<file path="src/rtl/lcd_clkctl_pkg.sv">
// Shared types and register addresses for the LCD clock/enable controller.
// Assumes byte addressing with 16-bit registers on even addresses.
package lcd_clkctl_pkg;

    typedef enum logic [1:0] {
        PIN_HIZ    = 2'b00,
        PIN_LOW    = 2'b01,
        PIN_NORMAL = 2'b10
    } pin_mode_e;

    localparam int ADDR_W = 8;
    localparam int DATA_W = 16;

    localparam logic [ADDR_W-1:0] A_CLKSEL = 8'h00;
    localparam logic [ADDR_W-1:0] A_CTRL   = 8'h02;
    localparam logic [ADDR_W-1:0] A_TIMING = 8'h04;
    localparam logic [ADDR_W-1:0] A_DISP   = 8'h06;

    localparam logic [2:0] DIV_RESERVED = 3'd7;

endpackage

</file>
<file path="src/rtl/lcd_clkctl_regs.sv">
// Register file: clock select, control, timing and display state.
// Clock select is write-locked while enabled. A divider code of 7 is never
// stored. Dropping enable clears the display state. Reads are registered.
module lcd_clkctl_regs
    import lcd_clkctl_pkg::*;
(
    input  logic              clk,
    input  logic              rst_n,
    input  logic              wr_en_i,
    input  logic              rd_en_i,
    input  logic [ADDR_W-1:0] addr_i,
    input  logic [DATA_W-1:0] wdata_i,
    output logic [DATA_W-1:0] rdata_o,
    output logic [1:0]        src_o,
    output logic [2:0]        div_o,
    output logic              en_o,
    output logic              dis_o,
    output logic [4:0]        frame_o,
    output logic [4:0]        duty_o,
    output logic [1:0]        disp_o
);

    logic [1:0]        src_q;
    logic [2:0]        div_q;
    logic              en_q;
    logic              dis_q;
    logic [4:0]        frame_q;
    logic [4:0]        duty_q;
    logic [1:0]        disp_q;
    logic [DATA_W-1:0] rdata_q;
    logic [DATA_W-1:0] rd_mux;
    logic              unused_wbits;

    assign unused_wbits = ^{wdata_i[15:13], wdata_i[7]};

    // Register writes, clock-select lock and display clear on disable.
    always_ff @(posedge clk) begin
        if (!rst_n) begin
            src_q   <= '0;
            div_q   <= '0;
            en_q    <= 1'b0;
            dis_q   <= 1'b0;
            frame_q <= 5'h01;
            duty_q  <= 5'h1f;
            disp_q  <= '0;
        end else if (wr_en_i) begin
            unique case (addr_i)
                A_CLKSEL: begin
                    if (!en_q) begin
                        src_q <= wdata_i[1:0];
                        if (wdata_i[6:4] != DIV_RESERVED)
                            div_q <= wdata_i[6:4];
                    end
                end
                A_CTRL: begin
                    en_q  <= wdata_i[0];
                    dis_q <= wdata_i[1];
                    if (en_q && !wdata_i[0])
                        disp_q <= '0;
                end
                A_TIMING: begin
                    frame_q <= wdata_i[12:8];
                    duty_q  <= wdata_i[4:0];
                end
                A_DISP:  disp_q <= wdata_i[1:0];
                default: ;
            endcase
        end
    end

    // Read multiplexer with reserved bits forced to zero.
    always_comb begin
        rd_mux = '0;
        unique case (addr_i)
            A_CLKSEL: rd_mux = {9'd0, div_q, 2'd0, src_q};
            A_CTRL:   rd_mux = {14'd0, dis_q, en_q};
            A_TIMING: rd_mux = {3'd0, frame_q, 3'd0, duty_q};
            A_DISP:   rd_mux = {14'd0, disp_q};
            default:  rd_mux = '0;
        endcase
    end

    // Registered read data, zero when no read is requested.
    always_ff @(posedge clk) begin
        if (!rst_n) rdata_q <= '0;
        else        rdata_q <= rd_en_i ? rd_mux : '0;
    end

    assign rdata_o = rdata_q;
    assign src_o   = src_q;
    assign div_o   = div_q;
    assign en_o    = en_q;
    assign dis_o   = dis_q;
    assign frame_o = frame_q;
    assign duty_o  = duty_q;
    assign disp_o  = disp_q;

    p_clksel_locked_r3: assert property (@(posedge clk) disable iff (!rst_n)
        en_q |=> ($stable(src_q) && $stable(div_q)));

    p_no_reserved_div_r2: assert property (@(posedge clk) disable iff (!rst_n)
        div_q != DIV_RESERVED);

    p_disp_cleared_r6: assert property (@(posedge clk) disable iff (!rst_n)
        $fell(en_q) |-> (disp_q == 2'd0));

endmodule

</file>
<file path="src/rtl/lcd_clkctl_prescaler.sv">
// Selects one of the source ticks and divides it by a power of two.
// Assumes the ticks are single-cycle strobes synchronous to clk. The counter
// is held at zero while disabled, so each enable starts a fresh period.
module lcd_clkctl_prescaler #(
    parameter int N_SRC = 4,
    parameter int CNT_W = 9
) (
    input  logic                     clk,
    input  logic                     rst_n,
    input  logic                     en_i,
    input  logic [N_SRC-1:0]         tick_i,
    input  logic [$clog2(N_SRC)-1:0] src_i,
    input  logic [2:0]               div_i,
    output logic                     clk_en_o
);

    logic             sel_tick;
    logic [CNT_W-1:0] cnt_q;
    logic [CNT_W-1:0] last;
    logic             ce_q;

    assign sel_tick = tick_i[src_i];

    // Terminal count: code 0 passes every tick, code n divides by 2^(n+3).
    always_comb begin
        if (div_i == 3'd0) last = '0;
        else               last = CNT_W'((32'd1 << (32'(div_i) + 32'd3)) - 32'd1);
    end

    // Tick counter and output pulse register.
    always_ff @(posedge clk) begin
        if (!rst_n || !en_i) begin
            cnt_q <= '0;
            ce_q  <= 1'b0;
        end else if (sel_tick) begin
            if (cnt_q >= last) begin
                cnt_q <= '0;
                ce_q  <= 1'b1;
            end else begin
                cnt_q <= cnt_q + 1'b1;
                ce_q  <= 1'b0;
            end
        end else begin
            ce_q <= 1'b0;
        end
    end

    assign clk_en_o = ce_q;

    p_ce_gated_r9: assert property (@(posedge clk) disable iff (!rst_n)
        !en_i |=> !clk_en_o);

    p_ce_needs_tick_r1: assert property (@(posedge clk) disable iff (!rst_n)
        !sel_tick |=> !clk_en_o);

endmodule

</file>
<file path="src/rtl/lcd_clkctl_pinmode.sv">
// Derives the SEG/COM pad mode from enable, discharge and display state.
// Purely combinational; clk and rst_n serve only the assertions.
module lcd_clkctl_pinmode
    import lcd_clkctl_pkg::*;
(
    input  logic       clk,
    input  logic       rst_n,
    input  logic       en_i,
    input  logic       dis_i,
    input  logic [1:0] disp_i,
    output logic [1:0] mode_o
);

    pin_mode_e mode;

    // Pad mode decision.
    always_comb begin
        if (!en_i)                mode = PIN_HIZ;
        else if (disp_i[1])       mode = PIN_NORMAL;
        else if (disp_i == 2'd1)  mode = dis_i ? PIN_LOW : PIN_HIZ;
        else                      mode = PIN_LOW;
    end

    assign mode_o = mode;

    p_hiz_when_disabled_r4: assert property (@(posedge clk) disable iff (!rst_n)
        !en_i |-> (mode_o == PIN_HIZ));

    p_normal_needs_on_r5: assert property (@(posedge clk) disable iff (!rst_n)
        (mode_o == PIN_NORMAL) |-> (en_i && disp_i[1]));

endmodule

</file>
<file path="src/rtl/lcd_clkctl.sv">
// Top level of the LCD clock and pin-enable controller.
// Assumes all source ticks are synchronous to clk.
module lcd_clkctl
    import lcd_clkctl_pkg::*;
(
    input  logic              clk,
    input  logic              rst_n,
    input  logic [3:0]        src_tick_i,
    input  logic              wr_en_i,
    input  logic              rd_en_i,
    input  logic [ADDR_W-1:0] addr_i,
    input  logic [DATA_W-1:0] wdata_i,
    output logic [DATA_W-1:0] rdata_o,
    output logic              clk_en_o,
    output logic [1:0]        pin_mode_o,
    output logic [4:0]        frame_cnt_o,
    output logic [4:0]        duty_o,
    output logic [1:0]        disp_ctl_o
);

    localparam int N_SRC = 4;
    localparam int CNT_W = 9;

    logic [1:0] src;
    logic [2:0] div;
    logic       en;
    logic       dis;

    lcd_clkctl_regs u_regs (
        .clk     (clk),
        .rst_n   (rst_n),
        .wr_en_i (wr_en_i),
        .rd_en_i (rd_en_i),
        .addr_i  (addr_i),
        .wdata_i (wdata_i),
        .rdata_o (rdata_o),
        .src_o   (src),
        .div_o   (div),
        .en_o    (en),
        .dis_o   (dis),
        .frame_o (frame_cnt_o),
        .duty_o  (duty_o),
        .disp_o  (disp_ctl_o)
    );

    lcd_clkctl_prescaler #(
        .N_SRC (N_SRC),
        .CNT_W (CNT_W)
    ) u_presc (
        .clk      (clk),
        .rst_n    (rst_n),
        .en_i     (en),
        .tick_i   (src_tick_i),
        .src_i    (src),
        .div_i    (div),
        .clk_en_o (clk_en_o)
    );

    lcd_clkctl_pinmode u_pins (
        .clk    (clk),
        .rst_n  (rst_n),
        .en_i   (en),
        .dis_i  (dis),
        .disp_i (disp_ctl_o),
        .mode_o (pin_mode_o)
    );

endmodule

</file>
<file path="config.mk">
export PLATFORM = sky130hd
export DESIGN_NAME = lcd_clkctl
export DESIGN_NICKNAME = d
export VERILOG_FILES = /design/src/rtl/lcd_clkctl_pkg.sv /design/src/rtl/lcd_clkctl_regs.sv /design/src/rtl/lcd_clkctl_prescaler.sv /design/src/rtl/lcd_clkctl_pinmode.sv /design/src/rtl/lcd_clkctl.sv
export SDC_FILE = /design/constraint.sdc
export NUM_CORES = 1
export LEC_CHECK = 0
export BUFFER_PORTS_ARGS = -buffer_cell sky130_fd_sc_hd__buf_2
export CORE_MARGIN = 2
export CORE_UTILIZATION = 32
export CTS_BUF_LIST = sky130_fd_sc_hd__clkbuf_8
export CTS_CLUSTER_DIAMETER = 30
export CTS_CLUSTER_SIZE = 10
export DETAILED_ROUTE_END_ITERATION = 10
export SLEW_MARGIN = 30
export SYNTH_ARGS = -nofsm -noshare
export SYNTH_HDL_FRONTEND = slang
export SYNTH_SLANG_ARGS = --single-unit
</file>
<file path="constraint.sdc">
create_clock -name clk -period 2.7 [get_ports clk]
set_input_delay 0.675 -clock clk [delete_from_list [all_inputs] [get_ports clk]]
set_output_delay 0.675 -clock clk [all_outputs]
set_load 0.005 [all_outputs]
</file>
==> results.yml <==
routing:
  wirelength_mm: 4.44
  vias: 1765
  first_pass_iters: 4
  drt_iter0_markers: 32
  antenna_left: 0
  via_per_inst: 5.04
  avgRoutedWirePerCell_um: 12.7
  drc: 0
yosys:
  netlist.area_leader.share_pct: 38.4
  ys_seq_area_share_pct: 38.4
  ys_ff_latch: 41
  async_reset_ff_share_pct: 0
  yosysWarnings: 0
  synthTopCellsByArea: "dfxtp_1 38%, ha_1 6.4%, mux2i_1 6.1%, o311ai_2 3.8%, nand2_1 3.3%"
  ys_types: 50
  yosys.area.top_type: "dfxtp_1"
  netlist_top_cells_count: "41 x dfxtp_1, 19 x nand2_1, 13 x mux2i_1"
  synth-edff-count: 0
  synthCells: 217
  postSynthAreaPerCell_sq_um: 9.84
  yosysMostFrequentCell: "dfxtp_1"
  synth-main-ff-cell: "dfxtp_1"
  syn_area_sq_um: 2140
worst_setup_path:
  crit_arrival_ns: 2.49
  slowest_stage: "or3_1"
  path_buf_inv: 0
  worst_path_largest_cell_delay_ns: 0.42
  worstPathCellList: "or3_1, ha_1, nand2b_4, a41o_1, a211oi_4, nand3_4, o311ai_2"
  critical-path-top-delay-family: "compound AO/OA/AOI/OAI gates"
  path_max_fanout: 8
  cp.required_ns: 2.91
  startpoint_type: "flip-flop"
  crit_type: "flip-flop to flip-flop"
  cp-end-kind: "flip-flop"
power:
  irDropWorstVdd_mv: 0.256
  powerDensity_nw_per_um2: 455
  leakagePower_nw: 1.15
floorplanning:
  die_w_um: 85.7
  die_h_um: 85.7
  io_pins: 63
  start_util_pct: 33.4
  dieArea_sq_um: 7340
  row_count: 29
  coreArea_sq_um: 6390
final_layout:
  nNetsFinal: 315
  area_growth_pct: 20.6
  diodes: 0
  drive_gt1_share_pct: 30.4
  design_area_sq_um: 2570
timing:
  final_hold_viol_count: 0
  drv_slew: 0
  grt_setup_unrepaired: "no"
  timing.fmax_mhz: 438
  setup_slack_ns: 0.419
  setup_violations: 0
  finalCriticalPeriod_ns: 2.28
  finalClockSkew_ns: 0.00902
  post-route-period-util_pct: 84.5
  setup_tns_ns: 0
job:
  drv_cap: 0
clock_tree:
  post_cts_resized: 0
  clk_pin_slew_ns: 0.08
  cts_made_buffers: 5
  postCtsSetupBuffers: 0
  cts_tree: "done"
  cts_max_level: 2
  insertion_delay_ns: 0.30
  ctsRootBufferMaster: "clkbuf_8"
  cts_hold_buffers: 0
  cts.path.max_buffers: 2
  clock-sinks: 41
global_route:
  grt_max_degree: 20
  grt_pass1_vias: 1669
  grt_first_pass_wirelength_mm: 7.47
  overflow: 0
  track_usage_pct: 12.6
  antenna_found_initial: 0
outcome:
  status: "finished clean"
placement:
  hpwl_mm: 3.40
  pre_cts_ws_ns: 0.396
  placed_cell_area_sq_um: 2460
  place.gp.congestion: 0.789
  port_buffers: 54
min_path:
  hp-class: "flip-flop to flip-flop"
## where the power goes
group	internal (mW)	switching (mW)
Clock	0.277	0.229
Combinational	0.0284	0.0334
Sequential	0.604	0.000423
Total	0.910	0.263
## registers in the layout, summed over array words and instances (netlist names)
register	cells
u_regs.rdata_o	12
u_presc.cnt_q	9
u_regs.duty_o	5
u_regs.frame_o	5
u_regs.div_o	3
u_regs.disp_o	2
u_regs.src_o	2
u_presc.clk_en_o	1
u_regs.dis_o	1
u_regs.en_o	1
## cells by family after synthesis
kind of cell,Yosys count,share of synthesized area (%)
DFF,41,38.4
AOI/OAI and AO/OA,39,15.1
muxes,16,8.20
buffers and inverters,16,4.10
other,2,0.352
xor gates and xnor gates,1,0.410
and+or+nand+nor,91,26.9
adders and majority gates,11,6.44
## metrics by stage
step | utilization, % | power, mW | std cells | hold WS [ns]
final | 40.3 | 1.17 | 350 | 0.486
after global routing | 40.3 | 1.23 | 350 | 0.507
after CTS | 40.3 | 1.19 | 350 | 0.495
after detailed placement | 38.5 | 0.680 | 342 | 0.470
after global placement | 38.5 | 0.679 | 342 | 0.461
after floorplan | - | 0.654 | 221 | 0.466
## routing by layer
| metal | vias to the layer above | track usage [%] | routed length [um] |
|---|---|---|---|
| met2 | 51 | 20.7 | 2140 |
| met4 | 0 | 4.04 | 41 |
| met3 | 5 | 3.85 | 266 |
| li1 | 886 | - | - |
| met1 | 823 | 15.8 | 1980 |
| met5 | - | 0 | 0 |
## final timing paths
check / startpoint / endpoint / slack [ns] / cells past startpoint
worst min register to register: u_regs.duty_o[3] / u_regs.rdata_o[3] / 0.49 / 1
worst max-delay path: u_regs.div_o[1] / u_presc.cnt_q[6] / 0.42 / 7
worst max register to register: u_regs.div_o[1] / u_presc.cnt_q[6] / 0.42 / 7
worst min-delay path: u_regs.duty_o[3] / u_regs.rdata_o[3] / 0.49 / 1
## cells in the final DEF, fill, tap and decap left out, types with 3 or more instances in the layout
cell / instances
nand2b_1: 4
and2_1: 10
conb_1: 6
o311ai_2: 5
clkbuf_8: 5
o21ai_1: 5
nand3_1: 6
ha_1: 11
nor2b_1: 10
nand4_1: 7
a22oi_1: 3
a21oi_1: 11
inv_1: 4
o221a_1: 3
mux2i_1: 13
dfxtp_1: 41
a21boi_1: 3
nand2_1: 19
buf_2: 54
nor3_1: 3
nor2_1: 12
## cell type report
class | instances | area (sq um)
multi-input cells | 164 | 1240
flip-flops and latches | 41 | 821
well taps | 77 | 96.3
clock inverters | 3 | 46.3
fillers | 658 | 3810
clock buffers | 5 | 68.8
repair buffers | 56 | 285
inverters | 4 | 15.0
No activity file was read; power rests on OpenSTA's default activity.
